[config.mk]
export PLATFORM = sky130hd
export DESIGN_NAME = fc_pause_detect
export DESIGN_NICKNAME = d
export VERILOG_FILES = /design/src/rtl/fc_pause_pkg.sv /design/src/rtl/fc_byte_index.sv /design/src/rtl/fc_field_check.sv /design/src/rtl/fc_commit.sv /design/src/rtl/fc_pause_detect.sv
export SDC_FILE = /design/constraint.sdc
export NUM_CORES = 1
export LEC_CHECK = 0
export BUFFER_PORTS_ARGS = -buffer_cell sky130_fd_sc_hd__buf_2
export CAP_MARGIN = 30
export CELL_PAD_IN_SITES_DETAIL_PLACEMENT = 0
export CELL_PAD_IN_SITES_GLOBAL_PLACEMENT = 2
export CORE_MARGIN = 2
export CORE_UTILIZATION = 33
export CTS_CLUSTER_DIAMETER = 150
export DETAILED_ROUTE_END_ITERATION = 8
export HOLD_SLACK_MARGIN = 0.02
export PLACE_DENSITY_LB_ADDON = 0.1
export SYNTH_ARGS = -nofsm -noshare
export SYNTH_HDL_FRONTEND = slang
export SYNTH_HIERARCHICAL = 1
export SYNTH_SLANG_ARGS = --single-unit
[constraint.sdc]
create_clock -name clk -period 6.3 [get_ports clk]
set_clock_uncertainty 0.2 [all_clocks]
set_input_delay 0.63 -clock clk [delete_from_list [all_inputs] [get_ports clk]]
set_output_delay 0.63 -clock clk [all_outputs]
set_load 0.02 [all_outputs]
[src/rtl/fc_pause_pkg.sv]
package fc_pause_pkg;

    localparam logic [47:0] PAUSE_MC_DA   = 48'h0180_C200_0001;
    localparam logic [15:0] MAC_CTRL_TYPE = 16'h8808;
    localparam logic [15:0] PAUSE_OPCODE  = 16'h0001;

    localparam int DA_LEN   = 6;
    localparam int OFF_TYPE = 12;
    localparam int OFF_OPC  = 14;
    localparam int OFF_DUR  = 16;
    localparam int HDR_LEN  = 18;

    typedef struct packed {
        logic mc_da;
        logic own_da;
        logic type_ok;
        logic opc_ok;
    } fld_ok_t;

    localparam fld_ok_t FLD_ALL = 4'b1111;

    function automatic logic [7:0] addr_byte(input logic [47:0] a, input logic [2:0] k);
        logic [7:0] r;
        r = 8'h00;
        for (int b = 0; b < DA_LEN; b++) begin
            if (int'(k) == b) r = a[8*(DA_LEN-1-b) +: 8];
        end
        return r;
    endfunction

    function automatic logic frame_accept(input fld_ok_t f);
        return (f.mc_da | f.own_da) & f.type_ok & f.opc_ok;
    endfunction

endpackage

[src/rtl/fc_byte_index.sv]
module fc_byte_index #(
    parameter int CNT_W = 6
) (
    input  logic             clk,
    input  logic             rst,
    input  logic             rx_valid,
    input  logic             rx_sof,
    input  logic             rx_eof,
    output logic             byte_ok,
    output logic             frame_end,
    output logic [CNT_W-1:0] idx
);
    localparam logic [CNT_W-1:0] IDX_MAX = '1;

    logic             in_frame_q;
    logic [CNT_W-1:0] idx_q;

    assign byte_ok   = rx_valid && (rx_sof || in_frame_q);
    assign frame_end = byte_ok && rx_eof;
    assign idx       = rx_sof ? '0 : idx_q;

    always_ff @(posedge clk) begin
        if (rst) begin
            in_frame_q <= 1'b0;
            idx_q      <= '0;
        end else if (byte_ok) begin
            in_frame_q <= !rx_eof;
            idx_q      <= (idx == IDX_MAX) ? idx : idx + 1'b1;
        end
    end
endmodule

[src/rtl/fc_field_check.sv]
module fc_field_check
    import fc_pause_pkg::*;
#(
    parameter int CNT_W = 6
) (
    input  logic             clk,
    input  logic             rst,
    input  logic             byte_ok,
    input  logic             rx_sof,
    input  logic [CNT_W-1:0] idx,
    input  logic [7:0]       rx_data,
    input  logic [47:0]      own_addr,
    output fld_ok_t          ok_nxt,
    output logic [15:0]      dur_nxt
);
    fld_ok_t     ok_q;
    logic [15:0] dur_q;

    always_comb begin
        ok_nxt  = ok_q;
        dur_nxt = dur_q;
        if (byte_ok) begin
            if (rx_sof) ok_nxt = FLD_ALL;
            if (idx < CNT_W'(DA_LEN)) begin
                ok_nxt.mc_da  = ok_nxt.mc_da  & (rx_data == addr_byte(PAUSE_MC_DA, idx[2:0]));
                ok_nxt.own_da = ok_nxt.own_da & (rx_data == addr_byte(own_addr, idx[2:0]));
            end
            if (idx == CNT_W'(OFF_TYPE))
                ok_nxt.type_ok = ok_nxt.type_ok & (rx_data == MAC_CTRL_TYPE[15:8]);
            if (idx == CNT_W'(OFF_TYPE + 1))
                ok_nxt.type_ok = ok_nxt.type_ok & (rx_data == MAC_CTRL_TYPE[7:0]);
            if (idx == CNT_W'(OFF_OPC))
                ok_nxt.opc_ok = ok_nxt.opc_ok & (rx_data == PAUSE_OPCODE[15:8]);
            if (idx == CNT_W'(OFF_OPC + 1))
                ok_nxt.opc_ok = ok_nxt.opc_ok & (rx_data == PAUSE_OPCODE[7:0]);
            if (idx == CNT_W'(OFF_DUR))
                dur_nxt[15:8] = rx_data;
            if (idx == CNT_W'(OFF_DUR + 1))
                dur_nxt[7:0] = rx_data;
        end
    end

    always_ff @(posedge clk) begin
        if (rst) begin
            ok_q  <= '0;
            dur_q <= '0;
        end else begin
            ok_q  <= ok_nxt;
            dur_q <= dur_nxt;
        end
    end
endmodule

[src/rtl/fc_commit.sv]
module fc_commit
    import fc_pause_pkg::*;
#(
    parameter int CNT_W = 6
) (
    input  logic             clk,
    input  logic             rst,
    input  logic             frame_end,
    input  logic [CNT_W-1:0] idx,
    input  fld_ok_t          ok_nxt,
    input  logic [15:0]      dur_nxt,
    input  logic             rx_good,
    input  logic             full_duplex,
    input  logic             flow_ctrl_en,
    output logic             pause_hit,
    output logic [15:0]      pause_quanta
);
    localparam logic [CNT_W-1:0] LAST_HDR = CNT_W'(HDR_LEN - 1);

    logic accept;

    assign accept = frame_end && (idx >= LAST_HDR) && rx_good
                 && full_duplex && flow_ctrl_en && frame_accept(ok_nxt);

    always_ff @(posedge clk) begin
        if (rst) begin
            pause_hit    <= 1'b0;
            pause_quanta <= '0;
        end else begin
            pause_hit <= accept;
            if (accept) pause_quanta <= dur_nxt;
        end
    end
endmodule

[src/rtl/fc_pause_detect.sv]
module fc_pause_detect
    import fc_pause_pkg::*;
#(
    parameter int CNT_W = 6
) (
    input  logic        clk,
    input  logic        rst,
    input  logic [7:0]  rx_data,
    input  logic        rx_valid,
    input  logic        rx_sof,
    input  logic        rx_eof,
    input  logic        rx_good,
    input  logic [47:0] own_addr,
    input  logic        full_duplex,
    input  logic        flow_ctrl_en,
    output logic        pause_hit,
    output logic [15:0] pause_quanta
);
    logic             byte_ok;
    logic             frame_end;
    logic [CNT_W-1:0] idx;
    fld_ok_t          ok_nxt;
    logic [15:0]      dur_nxt;

    fc_byte_index #(.CNT_W(CNT_W)) index_i (
        .clk(clk), .rst(rst), .rx_valid(rx_valid), .rx_sof(rx_sof),
        .rx_eof(rx_eof), .byte_ok(byte_ok), .frame_end(frame_end), .idx(idx)
    );

    fc_field_check #(.CNT_W(CNT_W)) check_i (
        .clk(clk), .rst(rst), .byte_ok(byte_ok), .rx_sof(rx_sof), .idx(idx),
        .rx_data(rx_data), .own_addr(own_addr), .ok_nxt(ok_nxt), .dur_nxt(dur_nxt)
    );

    fc_commit #(.CNT_W(CNT_W)) commit_i (
        .clk(clk), .rst(rst), .frame_end(frame_end), .idx(idx), .ok_nxt(ok_nxt),
        .dur_nxt(dur_nxt), .rx_good(rx_good), .full_duplex(full_duplex),
        .flow_ctrl_en(flow_ctrl_en), .pause_hit(pause_hit), .pause_quanta(pause_quanta)
    );
endmodule

# Word-level counts from Yosys, hierarchy flattened
# Index checks and enable logic that the tools add are counted.
# W data, S select, Z words.
[word_totals]
inputBits = 64
ramBits = 0
n_memories = 0
reg_bits = 44
latch_bits = 0
rom_bits = 0
[op_classes]
eq_ne = 17
div = 0
muxes = 31
reduce_logical = 11
addsub = 1
multipliers = 0
n_shift = 0
bitwise_logic = 9
magnitude_cmp = 2
[ops]
columns = ["cell", "n"]
rows = [
  ["$mux W8", 17],
  ["$eq A6 B4 Y1 const B", 4],
  ["$eq A8 B8 Y1", 2],
  ["$mux W16", 1],
  ["$eq A3 B3 Y1 const B", 4],
  ["$eq A6 B5 Y1 const B", 2],
  ["$mux W4", 3],
  ["$mux W6", 2],
  ["$and A1 B1 Y1", 8],
  ["$eq A8 B1 Y1 const B", 1],
  ["$eq A8 B4 Y1 const B", 1],
  ["$eq A8 B8 Y1 const B", 1],
  ["$logic_not A8 Y1", 1],
  ["$logic_and A1 B1 Y1", 7],
  ["$mux W1", 7],
  ["$add A6 B1 Y6 const B", 1],
  ["$eq A6 B6 Y1 const B", 1],
  ["$ge A6 B5 Y1 const B", 1],
  ["$lt A6 B3 Y1 const B", 1],
  ["$eq A3 B2 Y1 const B", 1],
  ["$logic_not A3 Y1", 1],
  ["$mux W2", 1],
  ["$logic_not A1 Y1", 1],
  ["$logic_or A1 B1 Y1", 1],
  ["$or A1 B1 Y1", 1],
]

# Logic depth before layout (Yosys ltp)
[logic_depth]
word_depth = 18
mapped_depth = 14

# Modules after synthesis
# The synthesis kept the hierarchy.
[modules_own_cells]
columns = ["mod", "instances", "area_each_um2", "cells_each"]
rows = [
  ["fc_field_check", 1, 1726.7, 220],
  ["fc_commit", 1, 783.3, 75],
  ["fc_byte_index", 1, 455.4, 53],
]

# Least setup slack after synthesis
# OpenSTA, ideal clock, no wires.
[synth_path]
kind = "input-to-reg"
from = "input port rx_sof"
to = "register commit_i.pause_quanta[0]"
path_stages = 14
t_arrival_ns = 3.511
setup_ns = 0.072
path_buffers = 4
required_time_ns = 6.028
setup_slack_ns = 2.517
cell_sequence = "buf_2 > nor2b_1 > buf_6 > nand2b_1 > buf_6 > o22ai_2 > o311a_1 > nor4_2 > nand3_1 > o41ai_2 > o211ai_1 > a211oi_4 > buf_6 > mux2i_1"
[synth_rtl]
columns = ["item", "line", "rtl"]
rows = [
  ["start: declaration", "fc_pause_detect.sv:10", "input logic rx_sof,"],
  ["end signal: assignment", "fc_commit.sv:31", "if (accept) pause_quanta <= dur_nxt;"],
  ["end: declaration", "fc_commit.sv:16", "output logic [15:0] pause_quanta"],
]

==> results.md <==
- The final net count is 480.
- The first global-routing pass estimated 13720 um of wire.
- In this run the clock root is driven by a sky130_fd_sc_hd__clkbuf_8.
- The clock drives 44 sinks.
- The fraction of the yosys area taken by sequential cells is 0.2970.
- The total half-perimeter wirelength after legalization and detailed placement is 6254 um.
- The share of synthesized registers carrying an async set or reset is 0.
- The final sum of negative setup slack is 0 ns.
- The amount of wire on met3 after detailed routing is 480 um.
- The combined area of all synthesized cells is 2965 um2.
- The setup check on the worst reg-to-reg path leaves a slack of 2.59 ns.
- The final count of pins violating max slew is 0.
- The worst reg2reg path depth is 11.
- Fill cells in the final layout number 927.
- The standard cell area after detailed placement is 3415 um2.
- The initial core utilization is 0.3400.
- The global-route congestion overflow total is 0.
- The number of instances resized during post-cts repair is 0.
- The fraction of final layout cells with drive strength greater than 1 is 0.2909.
- The synthesized netlist net count is 413.
- The vias per cell is 5.273.
- The synthesis warning total is 6.
- TritonCTS built the clock tree.
- The count of buffers added on input and output ports is 80.
- The min-delay analysis places its worst path in the category reg -> reg.
- Of the total power, the share spent switching nets is 0.2602.
- For this design the ratio of total power to cell area is 173.6 nW/um2.
- Across the VDD grid, the largest voltage drop is 0.0001072 V.
- Of the total power, the clock network draws 0.380.
- The depth of the CTS H-tree is 2.
- Derived from the worst setup path, the maximum achievable clock frequency is 0.2574 GHz.
- Data arrives at the worst endpoint at 3.92 ns.
- The total CTS buffers is 5.
- A synthesized cell averages 8.521 um2.
- Entering global routing, the biggest net connects 66 pins.
- Internal power comes to 0.0004541 W.
- For this run, the total global-route usage over all layers was measured as 0.1735.
- The switching power summed over all nets is 0.0001597 W.
- 81 I/O pins were placed.
- The share of the clock period used by the worst path after layout is 0.6166.
- The clock slew seen by the registers of the worst setup and hold paths is 0.09 ns.
- The last weighted congestion value of the routability-driven placer is 0.8546.
- The maximum fanout along the worst path is 17.
- After clock tree synthesis, the setup repair step added 0 buffers.
- The part of the total power dissipated in combinational logic is 0.160.
- The area of all placed cells without fillers is 3536 um2.
- The flow ran to the end, and the final reports show no timing, DRC or antenna violations.
- The critical path is of the in -> reg type.
- The data required time of the worst path is 6.33 ns.
- After detailed routing, the average wire length per cell comes to 15.99 um.
- The clock passes through at most 2 buffers.
- The standard-cell row count is 34.
- The total iterations of the first detailed-routing run is 4.
- The clock network latency to the later pin of the worst-skew pair is 0.30 ns.
- In this run the tightest slew margin relative to its limit is 0.3642.
- Summed over all layers, the routed wires come to 8379 um.
- Across the run, the number of max-cap violations was 0.
- The smallest clock period supported by the final layout is computed as 3.885 ns.
- The leakage dissipation is 1.405 nW.
- The highest metal layer with signal wires is met4.
- In the synthesized netlist, the number of instances is 348.
- For the pin with the worst max-slew slack, the measured transition is 0.9537 ns.
- The sort of element at the end of the critical path is a flip-flop.
- Leaving out fill and tap cells, the most frequent cell in the layout is sky130_fd_sc_hd__buf_2.
- Of the total power, registers draw 0.459.
- The total count of hold-check failures in the final report is 0.
- For this run, the leading register cell type out of synthesis is sky130_fd_sc_hd__dfxtp_1.
- The number of design rule violations left after detail routing is 0.
- The detailed router placed 2763 vias in this run.
- The die area is 9760 um2.
- The area of the core is 8721 um2.
- Setup repair after global routing left no endpoint under its margin.
- The relative area change from synthesis to final layout is 19.24%.
- The library cells used most frequently in the layout, excluding fill and tap cells, are sky130_fd_sc_hd__buf_2 (80), sky130_fd_sc_hd__dfxtp_1 (44), sky130_fd_sc_hd__nand2b_1 (41).
- The antenna diode count is 0.
- The number of global-route vias before repair came to 2673.
- The final hold slack is 0.2743 ns.
- The number of routed nets with antenna violations is 0.
- The hold-fix buffer count after cts is 0.
- The total met2 wirelength after detailed routing is 3667 um.
- The final number of setup-violating endpoints is 0.
- The detailed-route wire length on metal 1 is 4134 um.
- The die width is 98.80 um.
- STA classifies the critical path startpoint as an input pin.
- The number of synthesized register bits is 44.
- The hold-critical path depth is 2.
- The number of different library cells used by synthesis comes to 58.
- The number of antenna violations at the first check in global routing came to 0.
- Yosys mapped a number of flops with a built-in enable equal to 0.
- The die extent in y is 98.80 um.
- The DRC violation total after the first TritonRoute iteration is 103.
state kept, by name, indices dropped and copies added (netlist names):
name and cells:
check_i/dur_q 16, check_i/ok_q 4, commit_i/pause_hit 1, commit_i/pause_quanta 16, index_i/idx_q 6, index_i/in_frame_q 1
through the flow:
stage,cells,utilization,total power (W),setup WS (ns)
after detailed placement,516,0.3915,0.0003866,2.082
after CTS,524,0.4055,0.0006207,2.393
after floorplan,348,-,0.0003462,2.517
after global placement,516,0.3915,0.0003875,2.228
final,524,0.4055,0.0006139,2.415
after global routing,524,0.4055,0.0006445,2.104
power by group through the flow:
stage               sequential [W]  combinational, W  clock (W)
finish                    0.000282         0.0000985   0.000234
global route              0.000282          0.000108   0.000254
CTS                       0.000282         0.0000989   0.000240
detailed placement        0.000288         0.0000984          0
global placement          0.000288         0.0000993          0
floorplan                 0.000288         0.0000585          0
critical path, cell delays in order:
cell                       delay (ns)
sky130_fd_sc_hd__buf_2           0.20
sky130_fd_sc_hd__nor2b_2         0.46
sky130_fd_sc_hd__nand2b_1        0.38
sky130_fd_sc_hd__o22ai_2         0.13
sky130_fd_sc_hd__o311a_1         0.37
sky130_fd_sc_hd__nor4_2          0.25
sky130_fd_sc_hd__nand3_1         0.11
sky130_fd_sc_hd__o41ai_2         0.40
sky130_fd_sc_hd__o211ai_1        0.19
sky130_fd_sc_hd__a211oi_4        0.22
sky130_fd_sc_hd__buf_4           0.32
sky130_fd_sc_hd__mux2i_1         0.22
path summary, 6_finish.rpt:
check	startpoint	end
hold / removal	commit_i/pause_quanta[7]$_SDFFE_PP0P_	commit_i/pause_quanta[7]$_SDFFE_PP0P_
setup reg to reg	index_i/idx_q[1]$_SDFFE_PP0P_	commit_i/pause_quanta[2]$_SDFFE_PP0P_
hold reg to reg	commit_i/pause_quanta[7]$_SDFFE_PP0P_	commit_i/pause_quanta[7]$_SDFFE_PP0P_
setup / recovery	rx_sof	commit_i/pause_quanta[2]$_SDFFE_PP0P_
cells by family (layout without fill, tap and decap cells):
logic type	after synthesis	after routing	share of synthesized area
DFF	44	44	0.2970
adders and majority gates	1	1	0.004219
buffers and inverters	38	106	0.06033
xor gates and xnor gates	6	6	0.01772
AOI/OAI and AO/OA	84	84	0.2034
and+or+nand+nor	130	130	0.2502
muxes	45	45	0.1671
cells in the mapped netlist, types with 2 or more instances:
cell                        n  area, um2
sky130_fd_sc_hd__a211oi_1   4      30.03
sky130_fd_sc_hd__a21o_1     2      15.01
sky130_fd_sc_hd__a21oi_1    5      25.02
sky130_fd_sc_hd__a31oi_1    4      25.02
sky130_fd_sc_hd__a41oi_1    2      17.52
sky130_fd_sc_hd__and2_1     2      12.51
sky130_fd_sc_hd__and3_1     3      18.77
sky130_fd_sc_hd__buf_2      5      25.02
sky130_fd_sc_hd__buf_6      4      45.04
sky130_fd_sc_hd__clkbuf_1  15      56.30
sky130_fd_sc_hd__dfxtp_1   44      880.8
sky130_fd_sc_hd__inv_1     12      45.04
sky130_fd_sc_hd__mux2_1     3      33.78
sky130_fd_sc_hd__mux2_2    11      123.9
sky130_fd_sc_hd__mux2_4     3      45.04
sky130_fd_sc_hd__mux2i_1   27      270.3
sky130_fd_sc_hd__nand2_1   11      41.29
sky130_fd_sc_hd__nand2b_1  41      256.5
sky130_fd_sc_hd__nand3_1    4      20.02
sky130_fd_sc_hd__nand4_1    3      18.77
sky130_fd_sc_hd__nor2_1    25      93.84
sky130_fd_sc_hd__nor2b_1   27      168.9
sky130_fd_sc_hd__nor3_1     2      10.01
sky130_fd_sc_hd__nor4_1     4      25.02
sky130_fd_sc_hd__o211ai_1   7      52.55
sky130_fd_sc_hd__o21ai_0   27      135.1
sky130_fd_sc_hd__o22a_1     3      26.28
sky130_fd_sc_hd__o22ai_1   11      68.82
sky130_fd_sc_hd__o22ai_2    2      25.02
sky130_fd_sc_hd__o41ai_2    2      32.53
sky130_fd_sc_hd__or4_1      2      15.01
sky130_fd_sc_hd__xnor2_1    4      35.03
sky130_fd_sc_hd__xor2_1     2      17.52
cell type report:
| cell class | count | area (um2) | area share |
|---|---|---|---|
| multi-input cells | 266 | 1916 | 0.5418 |
| flip-flops and latches | 44 | 880.8 | 0.2491 |
| repair buffers | 84 | 430.4 | 0.1217 |
| well taps | 108 | 135.1 | 0.03822 |
| clock buffers | 6 | 82.58 | 0.02335 |
| inverters | 14 | 52.55 | 0.01486 |
| clock inverters | 2 | 38.79 | 0.01097 |
routing by layer:
layer / up-vias / track usage
met5: - / 0
met4: 0 / 0.03899
met3: 8 / 0.03688
met2: 79 / 0.2640
met1: 1303 / 0.2520
li1: 1373 / -
Power figures use the tool's default switching activity.
